**config.mk**
```make
export PLATFORM = sky130hd
export DESIGN_NAME = bus_parity_unit
export DESIGN_NICKNAME = d
export VERILOG_FILES = /design/src/rtl/bpu_pkg.sv /design/src/rtl/bpu_xor_tree.sv /design/src/rtl/bpu_phase_qual.sv /design/src/rtl/bpu_par_gen.sv /design/src/rtl/bpu_par_check.sv /design/src/rtl/bpu_err_report.sv /design/src/rtl/bus_parity_unit.sv
export SDC_FILE = /design/constraint.sdc
export NUM_CORES = 1
export LEC_CHECK = 0
export ABC_AREA = 1
export BUFFER_PORTS_ARGS = -buffer_cell sky130_fd_sc_hd__buf_2
export CAP_MARGIN = 10
export CORE_UTILIZATION = 51
export DETAILED_ROUTE_END_ITERATION = 10
export PLACE_DENSITY_LB_ADDON = 0.12
export RECOVER_POWER = 50
export SLEW_MARGIN = 0
export SYNTH_ARGS = -nofsm -noshare
export SYNTH_HDL_FRONTEND = slang
export SYNTH_HIERARCHICAL = 1
export SYNTH_SLANG_ARGS = --single-unit
```
**constraint.sdc**
```tcl
create_clock -name clk -period 1.7 [get_ports clk]
set_input_delay 0.34 -clock clk [delete_from_list [all_inputs] [get_ports clk]]
set_output_delay 0.34 -clock clk [all_outputs]
set_load 0.02 [all_outputs]
```
**src/rtl/bpu_pkg.sv**
```systemverilog
package bpu_pkg;

  // One word awaiting its parity bit on the following edge.
  typedef struct packed {
    logic vld;   // a received word must be compared
    logic sys;   // mismatch reported on the system-error line
    logic expd;  // parity bit the word requires
  } chk_pend_t;

  localparam chk_pend_t PEND_IDLE = '{vld: 1'b0, sys: 1'b0, expd: 1'b0};

endpackage

```
**src/rtl/bpu_xor_tree.sv**
```systemverilog
module bpu_xor_tree #(
  parameter int N = 36
) (
  input  logic [N-1:0] bits_i,
  output logic         odd_o
);
  localparam int LG = (N > 1) ? $clog2(N) : 0;
  localparam int P  = 1 << LG;

  logic [P-1:0]   leaf;
  logic [2*P-1:1] node;

  // Heap-ordered balanced tree: node i combines nodes 2i and 2i+1.
  always_comb begin
    leaf = '0;
    leaf[N-1:0] = bits_i;
    node = '0;
    for (int i = 0; i < P; i++) node[P+i] = leaf[i];
    for (int i = P - 1; i >= 1; i--) node[i] = node[2*i] ^ node[2*i+1];
  end

  assign odd_o = node[1];

endmodule

```
**src/rtl/bpu_phase_qual.sv**
```systemverilog
module bpu_phase_qual #(
  parameter int              LANE_W      = 4,
  parameter logic [LANE_W-1:0] CMD_SPECIAL = LANE_W'(1)
) (
  input  logic              clk,
  input  logic              rst_n,
  input  logic              start_n_i,
  input  logic              init_rdy_n_i,
  input  logic              tgt_rdy_n_i,
  input  logic [LANE_W-1:0] lane_n_i,
  input  logic              own_drive_i,
  input  logic              rx_data_i,
  output logic              addr_chk_o,
  output logic              data_chk_o,
  output logic              sys_data_o
);
  logic start_prev_n;
  logic special_q;
  logic addr_ph;
  logic xfer_ph;

  assign addr_ph    = ~start_n_i & start_prev_n;
  assign xfer_ph    = ~init_rdy_n_i & ~tgt_rdy_n_i;
  assign addr_chk_o = addr_ph & ~own_drive_i;
  assign data_chk_o = xfer_ph & rx_data_i & ~own_drive_i;
  assign sys_data_o = data_chk_o & special_q;

  always_ff @(posedge clk or negedge rst_n) begin
    if (!rst_n) begin
      start_prev_n <= 1'b1;
      special_q    <= 1'b0;
    end else begin
      start_prev_n <= start_n_i;
      if (addr_ph) special_q <= (lane_n_i == CMD_SPECIAL);
    end
  end

  AST_ADDR_SINGLE_CLOCK: assert property (@(posedge clk) disable iff (!rst_n)
    addr_ph |=> !addr_ph);

endmodule

```
**src/rtl/bpu_par_gen.sv**
```systemverilog
module bpu_par_gen (
  input  logic clk,
  input  logic rst_n,
  input  logic odd_i,
  input  logic own_drive_i,
  output logic par_o,
  output logic par_oe_o
);
  always_ff @(posedge clk or negedge rst_n) begin
    if (!rst_n) begin
      par_o    <= 1'b0;
      par_oe_o <= 1'b0;
    end else begin
      par_o    <= odd_i;
      par_oe_o <= own_drive_i;
    end
  end

endmodule

```
**src/rtl/bpu_par_check.sv**
```systemverilog
module bpu_par_check
  import bpu_pkg::*;
(
  input  logic clk,
  input  logic rst_n,
  input  logic odd_i,
  input  logic addr_chk_i,
  input  logic data_chk_i,
  input  logic sys_data_i,
  input  logic par_i,
  output logic data_err_o,
  output logic sys_err_o
);
  chk_pend_t pend_q;
  logic      miss;

  always_ff @(posedge clk or negedge rst_n) begin
    if (!rst_n) begin
      pend_q <= PEND_IDLE;
    end else begin
      pend_q.vld  <= addr_chk_i | data_chk_i;
      pend_q.sys  <= addr_chk_i | sys_data_i;
      pend_q.expd <= odd_i;
    end
  end

  assign miss       = pend_q.vld & (pend_q.expd ^ par_i);
  assign data_err_o = miss & ~pend_q.sys;
  assign sys_err_o  = miss & pend_q.sys;

  AST_ERR_NEEDS_PHASE: assert property (@(posedge clk) disable iff (!rst_n)
    (data_err_o || sys_err_o) |-> $past(addr_chk_i || data_chk_i));

endmodule

```
**src/rtl/bpu_err_report.sv**
```systemverilog
module bpu_err_report (
  input  logic clk,
  input  logic rst_n,
  input  logic data_err_i,
  input  logic sys_err_i,
  input  logic clr_i,
  output logic derr_o,
  output logic derr_oe_o,
  output logic serr_pull_o,
  output logic sticky_o
);
  logic low_q;
  logic high_q;

  always_ff @(posedge clk or negedge rst_n) begin
    if (!rst_n) begin
      low_q       <= 1'b0;
      high_q      <= 1'b0;
      serr_pull_o <= 1'b0;
      sticky_o    <= 1'b0;
    end else begin
      low_q       <= data_err_i;
      high_q      <= low_q & ~data_err_i;
      serr_pull_o <= sys_err_i;
      sticky_o    <= data_err_i | sys_err_i | (sticky_o & ~clr_i);
    end
  end

  assign derr_o    = ~low_q;
  assign derr_oe_o = low_q | high_q;

  AST_DERR_HIGH_BEFORE_RELEASE: assert property (@(posedge clk) disable iff (!rst_n)
    (!derr_oe_o && $past(derr_oe_o)) |-> $past(derr_o));
  AST_DERR_HELD_AFTER_LOW: assert property (@(posedge clk) disable iff (!rst_n)
    (derr_oe_o && !derr_o) |=> derr_oe_o);
  AST_STICKY_ON_ERROR: assert property (@(posedge clk) disable iff (!rst_n)
    (serr_pull_o || (derr_oe_o && !derr_o)) |-> sticky_o);

endmodule

```
**src/rtl/bus_parity_unit.sv**
```systemverilog
module bus_parity_unit #(
  parameter int                WORD_W      = 32,
  parameter int                LANE_W      = 4,
  parameter logic [LANE_W-1:0] CMD_SPECIAL = LANE_W'(1)
) (
  input  logic              clk,
  input  logic              rst_n,
  input  logic [WORD_W-1:0] word_i,
  input  logic [LANE_W-1:0] lane_n_i,
  input  logic              start_n_i,
  input  logic              init_rdy_n_i,
  input  logic              tgt_rdy_n_i,
  input  logic              own_drive_i,
  input  logic              rx_data_i,
  input  logic              par_i,
  input  logic              clr_i,
  output logic              par_o,
  output logic              par_oe_o,
  output logic              derr_o,
  output logic              derr_oe_o,
  output logic              serr_pull_o,
  output logic              sticky_o
);
  localparam int TOTAL_W = WORD_W + LANE_W;

  logic word_odd;
  logic addr_chk;
  logic data_chk;
  logic sys_data;
  logic data_err;
  logic sys_err;

  bpu_xor_tree #(.N(TOTAL_W)) u_tree (
    .bits_i ({word_i, lane_n_i}),
    .odd_o  (word_odd)
  );

  bpu_phase_qual #(.LANE_W(LANE_W), .CMD_SPECIAL(CMD_SPECIAL)) u_qual (
    .clk          (clk),
    .rst_n        (rst_n),
    .start_n_i    (start_n_i),
    .init_rdy_n_i (init_rdy_n_i),
    .tgt_rdy_n_i  (tgt_rdy_n_i),
    .lane_n_i     (lane_n_i),
    .own_drive_i  (own_drive_i),
    .rx_data_i    (rx_data_i),
    .addr_chk_o   (addr_chk),
    .data_chk_o   (data_chk),
    .sys_data_o   (sys_data)
  );

  bpu_par_gen u_gen (
    .clk         (clk),
    .rst_n       (rst_n),
    .odd_i       (word_odd),
    .own_drive_i (own_drive_i),
    .par_o       (par_o),
    .par_oe_o    (par_oe_o)
  );

  bpu_par_check u_check (
    .clk        (clk),
    .rst_n      (rst_n),
    .odd_i      (word_odd),
    .addr_chk_i (addr_chk),
    .data_chk_i (data_chk),
    .sys_data_i (sys_data),
    .par_i      (par_i),
    .data_err_o (data_err),
    .sys_err_o  (sys_err)
  );

  bpu_err_report u_report (
    .clk         (clk),
    .rst_n       (rst_n),
    .data_err_i  (data_err),
    .sys_err_i   (sys_err),
    .clr_i       (clr_i),
    .derr_o      (derr_o),
    .derr_oe_o   (derr_oe_o),
    .serr_pull_o (serr_pull_o),
    .sticky_o    (sticky_o)
  );

  AST_SPECIAL_NO_DERR: assert property (@(posedge clk) disable iff (!rst_n)
    sys_err |-> !data_err);

endmodule

```
# After elaboration in Yosys (flattened, before gate mapping)
# Cells that the tools add are included.
word_totals:
  ff_bits: 10
  out_inout_bits: 6
op_classes:
  eq_ne: 1
  bitwise: 60
op_table:
  columns: ["cell", "count"]
  rows:
  - ["XOR 1 bit", 36]
  - ["bitwise AND 1 bit", 11]
  - ["NOT 1 bit", 8]
  - ["bitwise OR 1 bit", 5]
  - ["== test 4 x 1 -> 1 bit (second input constant)", 1]

# Longest topological paths before layout
# Gate-level depths: netlist of run 1.
depth:
  ltp_word: 6
  depth_mapped: 13

# Hierarchy
# The synthesis of run 1 kept the hierarchy.
by_module_without_submodules:
  columns: ["module", "n_inst", "cells_per_inst", "area_each_um2", "seq_area_each_um2"]
  rows:
  - ["bpu_xor_tree", 1, 177, 749.5, 0.0]
  - ["bpu_err_report", 1, 11, 128.9, 100.1]
  - ["bpu_phase_qual", 1, 17, 115.1, 51.3]
  - ["bpu_par_check", 1, 11, 112.6, 75.1]
  - ["bpu_par_gen", 1, 2, 50.0, 50.0]

# Worst setup path before layout of run 1
# No wires, ideal clock.
synth_timing:
  path_type: "input port to flip-flop"
  start: "in word_i[5]"
  end: "reg u_check/pend_q[0] (netlist bit)"
  setup_time_ps: 122
  arrival_time_ps: 1030
  slack_ps: 548
  stages: 12
  path_cell_list: "nor2_1 inv_1 nand2_1 nand2_1 nand2_1 nand2_1 nand2_1 nand3_1 nand2_1 inv_1 nand2_1 nand2_1"
synth_via:
  elab_chain_cells: 6
synth_rtl:
  columns: ["item", "line_no", "rtl"]
  rows:
  - ["from (decl)", "bus_parity_unit.sv:8", "input logic [WORD_W-1:0] word_i,"]
  - ["XOR 1 bit (6 in series)", "bpu_xor_tree.sv:19", "for (int i = P - 1; i >= 1; i--) node[i] = node[2*i] ^ node[2*i+1];"]
  - ["net word_odd", "bus_parity_unit.sv:26", "logic word_odd;"]
  - ["to (decl)", "bpu_par_check.sv:14", "chk_pend_t pend_q;"]
# The timed path passes the listed nets, and every way through them passes these cells.
# A chain may end at the register's enable or synchronous reset.

# Worst setup path after layout of run 1
layout_timing:
  start: "reg u_report.low_q"
  end: "out derr_oe_o"
layout_via:
  elab_chain_cells: 1
layout_rtl:
  columns: ["item", "line_no", "rtl"]
  rows:
  - ["from (decl)", "bpu_err_report.sv:12", "logic low_q;"]
  - ["from (signal assigned)", "bpu_err_report.sv:22", "low_q <= data_err_i;"]
  - ["bitwise OR 1 bit", "bpu_err_report.sv:30", "assign derr_oe_o = low_q | high_q;"]
  - ["to (decl)", "bus_parity_unit.sv:20", "output logic derr_oe_o,"]
# Every way passes these cells.

==> results of run 1 <==
## worst register-to-register path, cell delays in order, from the launching register on
cell and delay, ns:
dfrtp_1 0.38, nand2_1 0.06, nand2_1 0.06, nor3_1 0.27, nor2_1 0.09
## per-stage QoR
| stage | utilization | hold WS [ns] | power, uW | std cells | setup WS [ns] |
|---|---|---|---|---|---|
| after floorplan | - | 0.0444 | 566 | 218 | 0.548 |
| after global placement | 0.705 | 0.212 | 688 | 295 | 0.368 |
| after detailed placement | 0.705 | 0.216 | 697 | 295 | 0.330 |
| after CTS | 0.723 | 0.188 | 871 | 300 | 0.357 |
| after global routing | 0.721 | 0.182 | 940 | 300 | 0.327 |
| final | 0.721 | 0.193 | 859 | 300 | 0.365 |
## sequential cells by signal (all words and copies together), names as in the netlist
register / count
u_gen/par_o: 1
u_report/low_q: 1
u_gen/par_oe_o: 1
u_qual/start_prev_n: 1
u_report/serr_pull_o: 1
u_qual/special_q: 1
u_report/sticky_o: 1
u_report/high_q: 1
u_check/pend_q: 3
## layout make-up
class,instances,share of cell area
timing repair buffer,51,0.174
sequential,11,0.188
multi-input combinational,170,0.503
inverter,37,0.0943
clock buffer,4,0.0178
tap,27,0.0229
## power breakdown
group          total [uW]  internal [uW]  switching (uW)
clock                 169           90.5            78.1
combinational         377            154             224
sequential            313            298            14.4
total                 859            543             316
## layer usage
layer  global-route usage  part of all wire
met5                    0                 0
met4               0.0714             0.014
met3               0.0123             0.048
met2                0.396              0.50
met1                0.198              0.43
## layout by cell type (no fill, tap or decap)
| master | count |
|---|---|
| buf_2 | 47 |
| clkbuf_1 | 4 |
| clkbuf_4 | 3 |
| dfrtp_1 | 10 |
| dfstp_2 | 1 |
| dlygate4sd3_1 | 1 |
| inv_1 | 34 |
| inv_2 | 3 |
| nand2_1 | 131 |
| nand2_2 | 2 |
| nand3_1 | 5 |
| nand3b_1 | 1 |
| nor2_1 | 11 |
| nor2_2 | 2 |
| nor3_1 | 2 |
| or2_1 | 1 |
| or2_2 | 2 |
| xnor2_1 | 6 |
| xnor2_2 | 1 |
| xor2_1 | 6 |
## timing repair
| action | 4_1_cts | 5_1_grt |
|---|---|---|
| hold buffers | 1 | 0 |
| hold endpoints to repair | 10 | 0 |
| setup buffers | 0 | 0 |
## worst min-delay path by stage
stage / endpoint / slack, ns / cells after the start
5_1_grt: u_qual/start_prev_n$_DFF_PN1_ / 0.18 / 1
3_5_place_dp: u_report/low_q$_DFF_PN0_ / 0.22 / 1
6_report: u_qual/start_prev_n$_DFF_PN1_ / 0.19 / 1
4_1_cts: u_qual/start_prev_n$_DFF_PN1_ / 0.19 / 1
3_3_place_gp: u_report/sticky_o$_DFF_PN0_ / 0.21 / 1
2_1_floorplan: u_check/pend_q[0]$_DFF_PN0_ / 0.04 / 0
## logic make-up after synthesis
group                     Yosys count  share of synthesized area
buffers and inverters              37                      0.120
and+or+nand+nor                   157                      0.536
xor gates and xnor gates           13                      0.105
DFF                                11                      0.239
==> run metrics, run 1 <==
Fin. Hold Viols 0; Synth top cells by count nand2_1, inv_1, nor2_1, dfrtp_1; Clock Skew between 0.003 and 0.004 ns; clk buf depth 2; first-pass GRT wire length 3880 um; routed wire length about 2100 um; vias in the first global route between 1k and 1.5k; outcome completed; FF+latch count, synth 11; largest net degree at the start of global routing 12; worst-path maximum fanout 2; fillcell total between 200 and 250; total grt overflow 0; worst vdd ir 348 uV; gr usage total 0.194; arrival time at the worst endpoint around 1 ns; area of the multi-input gates 741 um2; largest cells by area after synthesis nand2_1, dfrtp_1, inv_1; Clock Latency Late Sink roughly 0.26 ns; RSZ-0062 raised after global routing no; Setup crit start kind register; initial antenna violation count 0; critical path endpoint derr_oe_o; register area 277 um2; core area 2040 um2; post-CTS sizing 0; post-route cell area between 1000 and 1500 um2; # nets final around 320; ys async rst share 1.00; crit path launch u_report/low_q$_DFF_PN0_; post-placement cell area 1440 um2; CTS tree yes; slowest CP cell dfrtp_1; Tcrit/Tclk final 0.785; crit path capture type output port; Mapped Nets about 260; count of unique library cells instantiated by Yosys 16; Die Y ~50 um; Initial Util 0.566; Reg clk slew, reported paths approximately 0.07 ns; Min-Delay Startpoint start_n_i; Syn Area/Cell roughly 5.3 um2; worst r2r src u_check/pend_q[0]$_DFF_PN0_; count leader, synth nand2_1; final setup TNS 0 ns; drt drc 0; Pre-Repair DR Iteration Count 2; CP bufs+invs 1; CTS Buf Count 3; Port Buffers 50; hold crit path type in2reg; GP Congestion about 0.70; Post-Synthesis Cells about 220; Worst path depth 2; power density over cell area approximately 580 nW/um2; post-synth top area cell nand2_1; Setup violations, final 0; Top FF cell, synth dfrtp_1; via count 1287; Max Fclk ~0.75 GHz; worst-case reg-to-reg path depth 4; slew margin rel. 0.624; layout cells sized above 1 0.223; required time worst endpoint about 1.4 ns; Syn Std Cell Area about 1200 um2; FF-to-FF End u_report/high_q$_DFF_PN0_; # IOs slightly above 50; min Tclk post-route around 1.3 ns; Synthesis Warnings 6; dpl hpwl 1840 um; number of flops mapped to enable cells by yosys 0; fin. max-slew vios 0; leakage power about 0.0010 uW; Worst-Margin Slew about 0.56 ns; Row Count 16; post-synth top area share 0.425; Die W approximately 50 um; Die Area 2460 um2; DRT antenna net count 0; htree depth 1; P&R area growth vs syn 27.4%; sequential fraction of the synthesis area 0.239; drt initial violations 7; R2R setup slack between 0.7 and 0.8 ns; vias per inst 4.29; clk sinks 11; CP Cell Sequence or2_1 > buf_2; Clock Tree Root clkbuf_4; Max-cap violations 0; critical path class reg2out; crit-path max cell delay 0.37 ns; DR WL/cell just under 7 um; Inserted Diodes 0; kind of cell adding the most delay to the critical path flip-flops
Power figures use the tool's default switching activity.
==> inputs of run 2 (changes only) <==
Settings changed: CORE_UTILIZATION 51 to 43.
Clock period 1.7 ns to 1.2 ns, I/O delays scaled along.
==> run 2 against run 1 <==
  * The run now ends with negative setup slack left
  * Cell count increased by 1.3%
  * Via count increased by 0.93%
  * Global-route usage decreased by 4.1 points
  * Power increased by 43%
  * Flip-flop and latch count unchanged
==> run metrics, run 2 (synthesis gave the netlist of run 1 again) <==
outcome complete, but fails checks (was completed); failing checks negative setup slack; critical path class reg2out (unchanged); R2R setup slack 0.22 ns (was 0.72 ns); worst-path maximum fanout 2 (unchanged); Final WS setup -0.0189 ns (was 0.365 ns); gr usage total 0.152 (was 0.194); slowest CP cell dfrtp_1 (unchanged); met3 Track Usage GR 0.0395 (was 0.0123); routed wire length 2010 um (was 2090 um); Die Area 2900 um2 (was 2460 um2); clk sinks 11 (unchanged); Max-cap violations 0 (unchanged); Max Fclk 0.820 GHz; fillcell total 271 (was 211); busiest layer in global routing met2 (unchanged); Inserted Diodes 0 (unchanged); initial antenna violation count 0 (unchanged); Setup crit start kind register (unchanged); total grt overflow 0 (unchanged); dpl hpwl 1790 um (was 1840 um); final setup TNS -0.0189 ns (was 0 ns); Clock Latency Late Sink 0.27 ns (was 0.26 ns); min Tclk post-route ~1.2 ns; Die Y 53.9 um (was 49.6 um); total setup buffers inserted after CTS 0 (unchanged); met1 usage 0.143 (was 0.198); first-pass GRT wire length 3330 um (was 3880 um); leakage power 0.00103 uW (was 0.00102 uW); Reg clk slew, reported paths 0.07 ns (about the same); most common cell after layout, fill and taps aside nand2_1 (unchanged); arrival time at the worst endpoint 0.98 ns (was 0.99 ns); via count 1299 (was 1287); htree depth 1 (unchanged); Tcrit/Tclk final 1.02; crit-path max cell delay 0.37 ns (about the same); Clock Tree Root clkbuf_4 (unchanged); largest net degree at the start of global routing 12 (unchanged); hold crit path type in2reg (unchanged); CTS tree yes (unchanged); Clock Skew 0.00141 ns (was 0.00304 ns); Fin. Hold Viols 0 (unchanged); CP Cell Sequence or2_1 > buf_6 (was or2_1 > buf_2); Final Power 1230 uW (was 859 uW); drt initial violations 16 (was 7); pre-CTS setup slack -0.0651 ns (was 0.330 ns); layout cells sized above 1 0.230 (was 0.223); Row Count 18 (was 16); grt met2 use 0.319 (was 0.396); # nets final 320 (was 319); Initial Util 0.462 (was 0.566); Die W 53.9 um (was 49.6 um); clk buf depth 2 (unchanged); CP bufs+invs 1 (unchanged); hold_ws 0.0705 ns (was 0.193 ns); kind of cell adding the most delay to the critical path flip-flops (unchanged); DR WL/cell 6.62 um (was 6.96 um); worst vdd ir 767 uV (was 348 uV); core area 2500 um2 (was 2040 um2); vias per inst 4.27 (was 4.29); Port Buffers 50 (unchanged); GP Congestion 0.644 (was 0.697); # IOs 51 (unchanged); DRT antenna net count 0 (unchanged); Setup violations, final 1 (was 0); fin. max-slew vios 0 (unchanged); most flop-heavy register u_check/pend_q (unchanged); required time worst endpoint 0.96 ns (was 1.36 ns); Pre-Repair DR Iteration Count 4 (was 2); RSZ-0062 raised after global routing yes (was no); slew margin rel. 0.617 (was 0.624); Worst-Margin Slew 0.575 ns (was 0.564 ns); CTS Buf Count 3 (unchanged); most frequent cells in the layout nand2_1, buf_2, inv_1, nor2_1, dfrtp_1 (unchanged); max reg flops 3 (unchanged); crit path capture type output port (unchanged); drt drc 0 (unchanged); P&R area growth vs syn 29.0% (was 27.4%); power density over cell area 824 nW/um2 (was 583 nW/um2); vias in the first global route 1030 (was 1165)
[run 2: path summary, 6_finish.rpt]
path                                            endpoint  cells past startpoint                          start
max in group asynchronous      u_report/high_q$_DFF_PN0_                      2                          rst_n
hold reg to reg                 u_report/low_q$_DFF_PN0_                      1    u_check/pend_q[1]$_DFF_PN0_
min in group asynchronous    u_check/pend_q[0]$_DFF_PN0_                      2                          rst_n
hold / removal             u_qual/start_prev_n$_DFF_PN1_                      1                      start_n_i
setup reg to reg             u_check/pend_q[1]$_DFF_PN0_                      5  u_qual/start_prev_n$_DFF_PN1_
setup / recovery                               derr_oe_o                      2       u_report/low_q$_DFF_PN0_
[run 2: through the flow]
stage,cells,util,cell area [um2]
final,304,0.597,1490
after detailed placement,299,0.581,1450
after global placement,299,0.581,1450
after floorplan,218,-,1160
after CTS,304,0.598,1500
after global routing,304,0.597,1490
[run 2: report_power, final]
part,switching (uW),total (uW),leakage [uW],internal (uW)
registers,20.6,443,0.000141,423
logic,314,540,0.000870,227
clock network,122,246,0.0000177,123
[run 2: final cells by class]
class,count,area (um2),share of cell area
clock buffer,3,22.5,0.0151
clock inverter,1,5.00,0.00336
multi-input combinational,170,741,0.497
inverter,37,139,0.0931
tap,30,37.5,0.0252
timing repair buffer,52,270,0.181
sequential,11,277,0.185
[run 2: what timing repair did]
action | 4_1_cts | 5_1_grt
endpoints found under the setup margin | 1 | 1
hold buffers | 1 | 0
pin swaps | 1 | 0
endpoints found under the hold margin | 10 | 0
gates resized for setup | 2 | 0
[run 2: routing by layer]
layer / share of wire / up-vias
met4: 0 / 0
met3: 0.056 / 0
li1: - / 741
met5: 0 / -
met1: 0.45 / 520
met2: 0.49 / 38
